[config.mk]
export PLATFORM = sky130hd
export DESIGN_NAME = bridgeDriveCtrl
export DESIGN_NICKNAME = d
export VERILOG_FILES = /design/src/rtl/bdc_pkg.sv /design/src/rtl/bdcControl.sv /design/src/rtl/bdcDatapath.sv /design/src/rtl/bridgeDriveCtrl.sv
export SDC_FILE = /design/constraint.sdc
export NUM_CORES = 1
export LEC_CHECK = 0
export BUFFER_PORTS_ARGS = -buffer_cell sky130_fd_sc_hd__buf_2
export CAP_MARGIN = 20
export CORE_ASPECT_RATIO = 1.1
export CORE_UTILIZATION = 42
export DETAILED_ROUTE_END_ITERATION = 16
export MAX_ROUTING_LAYER = met4
export PLACE_DENSITY = 0.63
export SYNTH_ARGS = -nofsm -noshare
export SYNTH_HDL_FRONTEND = slang
export SYNTH_SLANG_ARGS = --single-unit
[constraint.sdc]
create_clock -name clk -period 2.1 [get_ports clk]
set_input_delay 0.105 -clock clk [delete_from_list [all_inputs] [get_ports clk]]
set_output_delay 0.105 -clock clk [all_outputs]
set_load 0.1 [all_outputs]
[src/rtl/bdc_pkg.sv]
package bdc_pkg;
  typedef enum logic [2:0] {
    MODE_OFF,
    MODE_STBY,
    MODE_FAULT,
    MODE_MUTE,
    MODE_RUN
  } mode_e;

  typedef struct packed {
    logic runCarrier;
    logic loadDuty;
    logic squareSel;
    logic driveOn;
  } strobe_t;
endpackage

[src/rtl/bdcControl.sv]
module bdcControl
  import bdc_pkg::*;
#(
  parameter int HOLD_CYC = 40
) (
  input  logic    clk,
  input  logic    rstN,
  input  logic    standbyN,
  input  logic    muteN,
  input  logic    uvFlag,
  input  logic    shortBridge,
  input  logic    shortPosGnd,
  input  logic    shortNegGnd,
  input  logic    wrap,
  output strobe_t strb,
  output logic    faultActive
);
  localparam int HOLD_W = (HOLD_CYC > 1) ? $clog2(HOLD_CYC) : 1;
  localparam logic [HOLD_W-1:0] HOLD_LAST = HOLD_W'(HOLD_CYC - 1);

  logic [1:0] stbySh, muteSh;
  logic stbySync, muteSync, anyShort, faultQ, protect, idle;
  logic [HOLD_W-1:0] holdCnt;
  mode_e modeQ, reqMode;

  // two-flop synchronizers; reset value means "asserted" (safe idle)
  always_ff @(posedge clk or negedge rstN) begin
    if (!rstN) begin
      stbySh <= 2'b00;
      muteSh <= 2'b00;
    end else begin
      stbySh <= {stbySh[0], standbyN};
      muteSh <= {muteSh[0], muteN};
    end
  end
  assign stbySync = stbySh[1];
  assign muteSync = muteSh[1];
  assign anyShort = shortBridge | shortPosGnd | shortNegGnd;

  // fault latch and hold-off timer
  always_ff @(posedge clk or negedge rstN) begin
    if (!rstN) begin
      faultQ  <= 1'b0;
      holdCnt <= '0;
    end else if (!stbySync) begin
      faultQ  <= 1'b0;
      holdCnt <= '0;
    end else if (uvFlag) begin
      faultQ  <= faultQ;
      holdCnt <= holdCnt;
    end else if (anyShort) begin
      faultQ  <= 1'b1;
      holdCnt <= '0;
    end else if (faultQ) begin
      if (holdCnt == HOLD_LAST) begin
        faultQ  <= 1'b0;
        holdCnt <= '0;
      end else begin
        holdCnt <= holdCnt + 1'b1;
      end
    end
  end
  assign faultActive = faultQ;

  // requested mode by priority
  always_comb begin
    if (uvFlag)                 reqMode = MODE_OFF;
    else if (!stbySync)         reqMode = MODE_STBY;
    else if (faultQ | anyShort) reqMode = MODE_FAULT;
    else if (!muteSync)         reqMode = MODE_MUTE;
    else                        reqMode = MODE_RUN;
  end

  assign protect = (reqMode == MODE_OFF) || (reqMode == MODE_FAULT);
  assign idle    = (modeQ == MODE_OFF) || (modeQ == MODE_STBY);

  always_ff @(posedge clk or negedge rstN) begin
    if (!rstN)                       modeQ <= MODE_STBY;
    else if (protect || idle || wrap) modeQ <= reqMode;
  end

  always_comb begin
    strb.runCarrier = !idle;
    strb.loadDuty   = wrap || idle;
    strb.squareSel  = (modeQ == MODE_MUTE);
    strb.driveOn    = (modeQ == MODE_MUTE) || (modeQ == MODE_RUN);
  end

  p_hiz_under_uv_r3: assert property (@(posedge clk) disable iff (!rstN)
    uvFlag |=> (!strb.driveOn && !strb.runCarrier));

  p_short_trips_r4: assert property (@(posedge clk) disable iff (!rstN)
    (anyShort && !uvFlag && stbySync) |=> (faultActive && !strb.driveOn));

  p_retrigger_holds_r10: assert property (@(posedge clk) disable iff (!rstN)
    (faultActive && anyShort && !uvFlag && stbySync) |=> faultActive);

  p_stby_clears_r11: assert property (@(posedge clk) disable iff (!rstN)
    !stbySync |=> !faultActive);
endmodule

[src/rtl/bdcDatapath.sv]
module bdcDatapath
  import bdc_pkg::*;
#(
  parameter int CNT_W = 8
) (
  input  logic             clk,
  input  logic             rstN,
  input  logic [CNT_W-1:0] dutyIn,
  input  strobe_t          strb,
  output logic             wrap,
  output logic             posDrive,
  output logic             negDrive,
  output logic             posEn,
  output logic             negEn
);
  logic [CNT_W-1:0] cnt, dutyReg;
  logic pwmBit;

  always_ff @(posedge clk or negedge rstN) begin
    if (!rstN)                cnt <= '0;
    else if (!strb.runCarrier) cnt <= '0;
    else                      cnt <= cnt + 1'b1;
  end

  always_ff @(posedge clk or negedge rstN) begin
    if (!rstN)             dutyReg <= '0;
    else if (strb.loadDuty) dutyReg <= dutyIn;
  end

  assign wrap     = strb.runCarrier && (cnt == '1);
  assign pwmBit   = strb.squareSel ? ~cnt[CNT_W-1] : (cnt < dutyReg);
  assign posDrive = strb.driveOn & pwmBit;
  assign negDrive = strb.driveOn & ~pwmBit;
  assign posEn    = strb.driveOn;
  assign negEn    = strb.driveOn;

  p_idle_counter_r1: assert property (@(posedge clk) disable iff (!rstN)
    !strb.runCarrier |=> (cnt == '0));

  p_square_boundary_r9: assert property (@(posedge clk) disable iff (!rstN)
    (strb.driveOn && $past(strb.driveOn) && (strb.squareSel != $past(strb.squareSel)))
      |-> (cnt == '0));
endmodule

[src/rtl/bridgeDriveCtrl.sv]
module bridgeDriveCtrl
  import bdc_pkg::*;
#(
  parameter int CNT_W    = 8,
  parameter int HOLD_CYC = 625_000_000
) (
  input  logic             clk,
  input  logic             rstN,
  input  logic [CNT_W-1:0] dutyIn,
  input  logic             standbyN,
  input  logic             muteN,
  input  logic             uvFlag,
  input  logic             shortBridge,
  input  logic             shortPosGnd,
  input  logic             shortNegGnd,
  output logic             posDrive,
  output logic             negDrive,
  output logic             posEn,
  output logic             negEn,
  output logic             faultActive
);
  strobe_t strb;
  logic wrap;

  bdcControl #(.HOLD_CYC(HOLD_CYC)) uCtl (
    .clk(clk), .rstN(rstN), .standbyN(standbyN), .muteN(muteN),
    .uvFlag(uvFlag), .shortBridge(shortBridge), .shortPosGnd(shortPosGnd),
    .shortNegGnd(shortNegGnd), .wrap(wrap), .strb(strb),
    .faultActive(faultActive)
  );

  bdcDatapath #(.CNT_W(CNT_W)) uDp (
    .clk(clk), .rstN(rstN), .dutyIn(dutyIn), .strb(strb), .wrap(wrap),
    .posDrive(posDrive), .negDrive(negDrive), .posEn(posEn), .negEn(negEn)
  );
endmodule

======== Word level (Yosys, flattened, before mapping) ========
Cells that the tools add are included.
storage, ports and cells
  register bits after elaboration ......... 54
cells by class
  bitwise logic cells ..................... 7
  magnitude comparators ................... 1
  multiplexer cells ....................... 16
  eq/ne operators ......................... 8
  add/sub/neg operators ................... 2
  reduce and logical (&&, ||, !) cells .... 11
operators by type and width
  kind                                                  number
  2-to-1 mux 30 bit                                     5
  adder 30 x 1 -> 30 bit (second input constant)        1
  equality test 30 bit (second input constant)          1
  2-to-1 mux 3 bit                                      4
  adder 8 x 1 -> 8 bit (second input constant)          1
  equality test 8 bit (second input constant)           1
  less-than comparator 8 bit                            1
  2-to-1 mux 8 bit                                      1
  equality test 3 x 2 -> 1 bit (second input constant)  2
  logical NOT 3 bit                                     2
  logical OR 1 bit                                      6
  2-to-1 mux 1 bit                                      6
  equality test 3 x 1 -> 1 bit (second input constant)  1
  equality test 3 bit (second input constant)           1
  != test 3 bit (second input constant)                 1
  bitwise OR 1 bit                                      3
  AND 1 bit                                             2
  != test 2 bit (second input constant)                 1
  NOT 1 bit                                             2
  AND reduction 2 bit                                   1
  logical AND 1 bit                                     1
  logical NOT 1 bit                                     1

======== Depth between registers and ports, before layout ========
Gate-level depths: netlist of the first run.
  depth after elaboration ................. 10
  depth in mapped cells ................... 7
  gate-level depth less buffers ........... 7

======== Modules after synthesis ========
Synthesis of the first run repeated with hierarchy kept, for this count alone.
second synthesis, totals
  cells, all modules ...................... 292
  area, all modules ....................... 2,844.0 um^2
modules (own cells, without submodules)
  module       cells an instance  area each (um^2)  sequential area each (um^2)  instances
  bdcControl   205                1,970.6           952.2                        1
  bdcDatapath  87                 873.3             400.4                        1

======== Worst setup path before layout of the first run ========
OpenSTA, ideal clock, no wires.
  path type ............................... reg-to-output
  from .................................... register uDp.cnt[6]
  to ...................................... output port negDrive
  data required time ...................... 1,995 ps
  data arrival time ....................... 2,557 ps
  stages on the path, launching flop included .. 5
  buffers on the path ..................... 0
  slack ................................... -562 ps
  path through ............................ dfrtp_1 -> ha_1 -> nand4_1 -> o31a_1 -> o22ai_1
between the ends
  word-level cells in the longest chain between the ends .. 4
RTL lines
  item                        RTL line               RTL
  start, declared             bdcDatapath.sv:16      logic [CNT_W-1:0] cnt, dutyReg;
  start signal, assigned      bdcDatapath.sv:22      else cnt <= cnt + 1'b1;
  less-than comparator 8 bit  bdcDatapath.sv:31      assign pwmBit = strb.squareSel ? ~cnt[CNT_W-1] : (cnt < dutyReg);
  2-to-1 mux 1 bit            bdcDatapath.sv:31
  NOT 1 bit                   bdcDatapath.sv:33      assign negDrive = strb.driveOn & ~pwmBit;
  AND 1 bit                   bdcDatapath.sv:33
  end, declared               bridgeDriveCtrl.sv:17  output logic negDrive,
No other way between the ends.

======== Final worst setup path of the first run ========
  from .................................... register uDp.dutyReg[5]
  to ...................................... output port posDrive
between the ends
  word-level cells in the longest chain between the ends .. 3
RTL lines
  item                        RTL line               RTL
  start, declared             bdcDatapath.sv:16
  start signal, assigned      bdcDatapath.sv:27      else if (strb.loadDuty) dutyReg <= dutyIn;
  less-than comparator 8 bit  bdcDatapath.sv:31
  2-to-1 mux 1 bit            bdcDatapath.sv:31
  AND 1 bit                   bdcDatapath.sv:32      assign posDrive = strb.driveOn & pwmBit;
  end, declared               bridgeDriveCtrl.sv:16  output logic posDrive,
No other way between the ends.

==> results of run 1 <==
==> cell families after synthesis <==
group,after synthesis
DFF,54
and+or+nand+nor,146
AOI/OAI and AO/OA,32
muxes,1
buffers and inverters,20
adders and majority gates,9
xor gates and xnor gates,32
==> how the worst min path moves through the flow <==
stage,from,endpoint,cells past startpoint
6_report,dutyIn[6],uDp.dutyReg[6],3
4_1_cts,dutyIn[6],uDp.dutyReg[6],3
5_1_grt,dutyIn[6],uDp.dutyReg[6],3
2_1_floorplan,rstN,uCtl.faultActive,0
3_5_place_dp,rstN,uCtl.holdCnt[2],1
3_3_place_gp,rstN,uCtl.holdCnt[2],1
==> registers in the layout (all words and copies together) (netlist names) <==
signal            flops
uCtl.modeQ            3
uCtl.stbySh           2
uCtl.muteSh           2
uDp.cnt               8
uCtl.holdCnt         30
uDp.dutyReg           8
uCtl.faultActive      1
==> where the power goes <==
part | internal (uW) | total, uW | switching [uW]
clock | 357 | 675 | 318
combinational | 68.4 | 200 | 132
sequential | 1070 | 1080 | 17.4
total | 1490 | 1960 | 467
==> cell type report <==
| cell class | count | area (um^2) |
|---|---|---|
| clock inverter | 1 | 30.03 |
| clock buffer | 7 | 76.32 |
| sequential | 54 | 1353 |
| multi-input combinational | 220 | 1533 |
| fill | 623 | 3351 |
| inverter | 10 | 37.54 |
| tap | 82 | 102.6 |
| timing repair buffer | 31 | 227.7 |
==> worst min-delay path: stages <==
cell     delay [ps]
buf_2            70
nand2_1          30
o21ai_0          60
==> per-layer routing <==
metal	wire, um	vias to the layer above	part of all wire, %	track usage, %
li1	-	1077	-	-
met1	2837	1056	48	22.43
met2	2834	28	48	27.69
met3	161	6	2.7	3.434
met4	62	0	1.1	4.678
met5	0	-	0	-
==> synth_stat cells, drive strengths merged <==
library cell	number	area share, %
a211oi	1	0.25
a21o	3	0.76
a21oi	6	1.4
a31o	1	0.29
a41oi	1	0.29
and2	3	0.63
and3	1	0.21
and4	7	2.3
buf	8	2.1
clkbuf	2	0.29
dfrtp	53	44
dfstp	1	0.88
ha	9	3.8
inv	10	1.3
mux2	1	0.38
nand2	28	3.5
nand2b	4	0.84
nand3	12	2.4
nand3b	4	1.0
nand4	9	2.4
nor2	47	6.8
nor2b	2	0.42
nor3	9	1.5
nor3b	2	0.50
nor4	9	3.9
nor4b	6	2.6
nor4bb	2	0.67
o21a	2	0.76
o21ai	13	2.2
o22ai	1	0.21
o31a	1	0.29
o31ai	1	0.25
o32ai	2	0.84
or2	1	0.21
xnor2	25	7.3
xor2	7	2.1
==> cells in the final DEF (no fill, tap or decap), types with 2 or more instances in the layout <==
cell           Yosys  routed
and4_4             2       2
nand3b_1           4       4
nand4_1            8       8
buf_12             0       2
nor4bb_1           2       2
a21oi_1            5       5
nor4b_1            2       2
nand2b_1           4       4
and2_1             3       3
inv_1             10      10
nor3_1             9       9
o21ai_0           13      13
nand3_1           11      11
nor4_2             5       5
xnor2_1           25      25
nor3b_1            2       2
nand2_1           28      28
buf_2              1      18
nor4b_2            4       4
a21o_1             3       3
nor2_1            42      42
ha_1               9       9
nor4_4             2       2
clkbuf_8           0       5
nor2_2             4       4
and4_1             4       4
nor4_1             2       2
nor2b_1            2       2
dlygate4sd3_1      0       6
buf_4              6       5
clkbuf_1           1       2
dfrtp_1           53      53
xor2_1             7       7
==> timing repair <==
action / CTS / global route
setup buffers: 1 / 1
resized for setup: 1 / 1
hold buffers: 6 / 0
pin swaps: 5 / 2
endpoints found under the hold margin: 24 / 0
endpoints found under the setup margin: 2 / 2
==> through the flow <==
stage          TNS [ps]  power [uW]  utilization, %
2_1_floorplan         0        1226               -
3_3_place_gp          0        1293           47.25
3_5_place_dp          0        1297           47.25
4_1_cts          -16.78        1990           49.88
5_1_grt          -64.92        2048           50.07
6_report              0        1960           50.07
==> flow_summary_export.csv, run 1 <==
group,metric,value,unit
run_status,status,"finished clean",
critical_path,endpoint_kind,"output port",
global_route,grt_pass1_vias,2075,
placement,place.gp.congestion,0.7605,
routing,dr_total_vias,2167,
critical_path,crit_start,"uDp.dutyReg[5]",
yosys,syn_area,0.002982,mm^2
routing,dr.pass1.iters,4,
placement,dpl.hpwl,4219,um
critical_path,critPathLaunchType,"flop",
routing,wl_per_cell,14.56,um
yosys,synth_nets,319,
power_and_ir_drop,p_leak,0.001382,uW
cts,root_buffer,"clkbuf_8",
yosys,synth_compound_area_share,7.512,%
critical_path,critPathMaxStageDelay,340,ps
yosys,synth.area.mux_share,0.3777,%
floorplan,core,0.006710,mm^2
yosys,synth_fa_ha_area_share,3.777,%
critical_path,required,2000,ps
timing,rsz0062_at_grt,"yes",
routing,wirelength,5895,um
timing,min_period,2096,ps
critical_path,cp.buffers_inverters,2,
placement,place_inst,389,
yosys,synth.distinct_cells,51,
yosys,postSynthCellCount,294,
yosys,synth_seq_cells,54,
floorplan,pin_count,21,
critical_path,regToRegEndpoint,"uCtl.holdCnt[21]",
timing,clock_skew,14.79,ps
timing,hold_viol,0,
worst_hold_path,hp-class,"primary input to flop",
timing,fin_crit_sh,99.82,%
cts,cts_buffers,5,
critical_path,arrival,1990,ps
final_layout,fin_area,0.003359,mm^2
power_and_ir_drop,powerDensity,583.5,mW/mm^2
critical_path,path_class,"flop to output port",
routing,routed_via_density,5.351,
yosys,yosysSeqAreaShare,45.36,%
timing,slew_viol_final,0,
yosys,synth_top_family_by_area,"simple AND/OR/NAND/NOR gates",
critical_path,reg2reg_from,"uCtl.holdCnt[2]",
final_layout,synthToLayoutAreaGrowth,12.67,%
yosys,syn_avg_cell_area,10.14,um^2
timing,fmax,477.0,MHz
cts,cts_tree,"done",
yosys,synth-xor-area-share,9.400,%
routing,drc,0,
critical_path,worstSetupEndpoint,"posDrive",
floorplan,die_h,90.37,um
cts,clock-sinks,54,
cts,cts_buffer_depth,2,
cts,clk_pin_slew,100,ps
critical_path,path_delay_family,"compound AO/OA/AOI/OAI gates",
critical_path,cp_max_fo,2,
floorplan,rows,31,
critical_path,worst_path_most_repeated_cell,"a21o_1",
timing,setup_viol_count_final,0,
global_route,grt_pass1_wl,9708,um
critical_path,crit_cells,8,
floorplan,dieArea,0.007440,mm^2
timing,relSlewSlack,52.79,%
placement,place_ws,241.4,ps
cts,htreeDepth,2,
floorplan,initial_core_util,44.43,%
global_route,grt_overflow,0,
global_route,antenna_found_initial,0,
timing,setup_ws,3.750,ps
floorplan,dieWidth,82.34,um
global_route,grt_max_degree,35,
final_layout,layout.cells.non_filler,405,
final_layout,final_nets,347,
yosys,ys_warn_count,0,
routing,ant_nets,0,
timing,worst_pin_slew,700.8,ps
critical_path,r2r_setup_slack,230,ps
yosys,synth_simple_gate_area_share,29.96,%
global_route,grt_use_total,17.44,%
placement,portBuffers,20,
final_layout,antennaDiodeCount,0,
run,max-cap-violations,0,
routing,drtIter0Drc,96,
final_layout,drive_above_1_share,18.89,%
critical_path,reg2reg_depth,5,
critical_path,cp_cell_sequence,"inv_1 > ha_1 > a21o_1 > a21o_1 > a21oi_1 > o31a_1 > a31o_2 > buf_12",
timing,worst_hold_slack,4.532,ps
placement,place_area,0.003171,mm^2
cts,clock_latency,300,ps
power_and_ir_drop,ir_drop,0.3220,mV
critical_path,slowest_stage,"dfrtp_1",
Power figures use the tool's default switching activity.
==> run 2: changes to the inputs <==
CORE_UTILIZATION = 40   (was 42)
PLACE_DENSITY = 0.61   (was 0.63)
RECOVER_POWER = 50   (was default)
==> run 2 against run 1 <==
The flow now finishes with violations (DRC). Non-clock buffer count grew 4. Die area grew 4.9%. Highest routed layer unchanged. Combinational power grew 3%.
==> flow_summary_export.csv, run 2 (synthesis gave the netlist of run 1 again) <==
group,metric,value,unit
run_status,status,"complete, but fails checks",
run_status,violations,"DRC",
cts,cts_buffer_depth,2,
routing,dr_total_vias,2167,
final_layout,mostFrequentLayoutCells,"dfrtp_1 (53), nor2_1 (42), nand2_1 (28)",
cts,clock_latency,310,ps
critical_path,path_delay_family,"compound AO/OA/AOI/OAI gates",
global_route,grt_overflow,0,
global_route,antenna_found_initial,0,
power_and_ir_drop,switchingPower,503.4,uW
cts,cts_buffers,5,
power_and_ir_drop,internal_power,1496,uW
placement,portBuffers,20,
cts,htreeDepth,2,
critical_path,critPathLaunchType,"flop",
timing,hold_viol,0,
timing,setup_ws,22.56,ps
routing,drc,2,
worst_hold_path,hp-class,"primary input to flop",
floorplan,initial_core_util,41.84,%
critical_path,cp.buffers_inverters,1,
final_layout,final_nets,351,
floorplan,dieWidth,84.32,um
final_layout,synthToLayoutAreaGrowth,14.73,%
cts,clk_pin_slew,100,ps
critical_path,cp_cell_sequence,"ha_1 > a21o_1 > a211oi_2 > o31a_1 > a31o_2 > buf_12",
placement,dpl.hpwl,4108,um
global_route,grt_pass1_wl,10120,um
global_route,grt_pass1_vias,2146,
timing,rsz0062_at_grt,"yes",
final_layout,mostFrequentLayoutCell,"dfrtp_1",
critical_path,cp_max_fo,4,
critical_path,critPathMaxStageDelay,420,ps
run,max-cap-violations,0,
timing,relSlewSlack,4.386,%
routing,wl_per_cell,14.13,um
final_layout,reg.largest.list,"uCtl.holdCnt x30, uDp.cnt x8, uDp.dutyReg x8",
routing,routed_via_density,5.260,
timing,slew_viol_final,0,
timing,setup_viol_count_final,0,
timing,worst_pin_slew,1434,ps
final_layout,antennaDiodeCount,0,
floorplan,core,0.007127,mm^2
global_route,grt_max_degree,31,
global_route,grt_use_total,16.89,%
critical_path,r2r_setup_slack,260,ps
critical_path,path_class,"flop to output port",
floorplan,pin_count,21,
final_layout,largest_register_ff_count,30,
timing,clock_skew,10.96,ps
timing,min_period,2077,ps
critical_path,required,2000,ps
routing,ant_nets,0,
timing,fmax,481.4,MHz
timing,fin_crit_sh,98.93,%
cts,clock-sinks,54,
final_layout,top_register,"uCtl.holdCnt",
cts,root_buffer,"clkbuf_8",
timing,worst_hold_slack,4.147,ps
routing,drtIter0Drc,91,
final_layout,final_core_util,48.00,%
power_and_ir_drop,power_frac_seq,54.3,%
floorplan,die_h,92.55,um
critical_path,arrival,1970,ps
power_and_ir_drop,p_clk_share,35.4,%
floorplan,rows,32,
power_and_ir_drop,p_leak,0.001396,uW
cts,cts_tree,"done",
power_and_ir_drop,ir_drop,0.2982,mV
power_and_ir_drop,power_frac_comb,10.3,%
routing,dr.pass1.iters,10,
placement,place.gp.congestion,0.8330,
floorplan,dieArea,0.007804,mm^2
power_and_ir_drop,powerDensity,584.4,mW/mm^2
placement,place_ws,228.5,ps
routing,wirelength,5820,um
power_and_ir_drop,switching_share,25.18,%
final_layout,drive_above_1_share,20.49,%
critical_path,endpoint_kind,"output port",
critical_path,slowest_stage,"dfrtp_1",
## run 2: tightest hold or removal path, delay by kind of cell
kind / cells / cell delay, ps
buffers and inverters: 1 / 80
and+or+nand+nor: 1 / 30
AOI/OAI and AO/OA: 1 / 60
## run 2: metal layers
| metal | vias up | GRT usage (%) | routed length, um |
|---|---|---|---|
| met4 | 0 | 4.310 | 53 |
| li1 | 1089 | - | - |
| met1 | 1040 | 20.56 | 2759 |
| met3 | 5 | 2.674 | 153 |
| met5 | - | - | 0 |
| met2 | 33 | 29.37 | 2854 |
## run 2: repair_timing
action,4_1_cts,5_1_grt
setup endpoints to repair,2,2
hold buffers,8,0
buffers inserted,1,1
resized for setup,4,1
pin swaps,4,1
hold endpoints to repair,31,0
## run 2: through the flow
step | cell area [um^2] | total power (uW) | cells | TNS, ps
2_1_floorplan | 2988 | 1226 | 294 | 0
3_3_place_gp | 3189 | 1297 | 394 | 0
3_5_place_dp | 3189 | 1299 | 394 | 0
4_1_cts | 3411 | 2040 | 411 | 0
5_1_grt | 3421 | 2089 | 412 | -62.23
6_report | 3421 | 1999 | 412 | 0
## run 2: final cells by class
| class | count | area, um^2 |
|---|---|---|
| fillers | 680 | 3706 |
| multi-input cells | 220 | 1549 |
| flip-flops and latches | 54 | 1353 |
| repair buffers | 35 | 261.5 |
| well taps | 85 | 106.4 |
| clock buffers | 5 | 68.82 |
| clock inverters | 3 | 45.04 |
| inverters | 10 | 37.54 |
## run 2: final timing paths
kind / start / endpoint / depth (start not counted)
max: uDp.cnt[1] / posDrive / 6
min: dutyIn[6] / uDp.dutyReg[6] / 3
max reg2reg: uCtl.holdCnt[6] / uCtl.holdCnt[11] / 5
min reg2reg: uCtl.stbySh[0] / uCtl.stbySh[1] / 0
max in group asynchronous: rstN / uCtl.modeQ[0] / 3
min in group asynchronous: rstN / uCtl.holdCnt[29] / 2
## run 2: power by group through the flow
stage	clock [uW]	combinational [uW]	sequential [uW]
detailed placement	0	194	1110
global route	768	231	1090
floorplan	0	115	1110
CTS	743	211	1090
global placement	0	192	1100
finish	707	206	1090
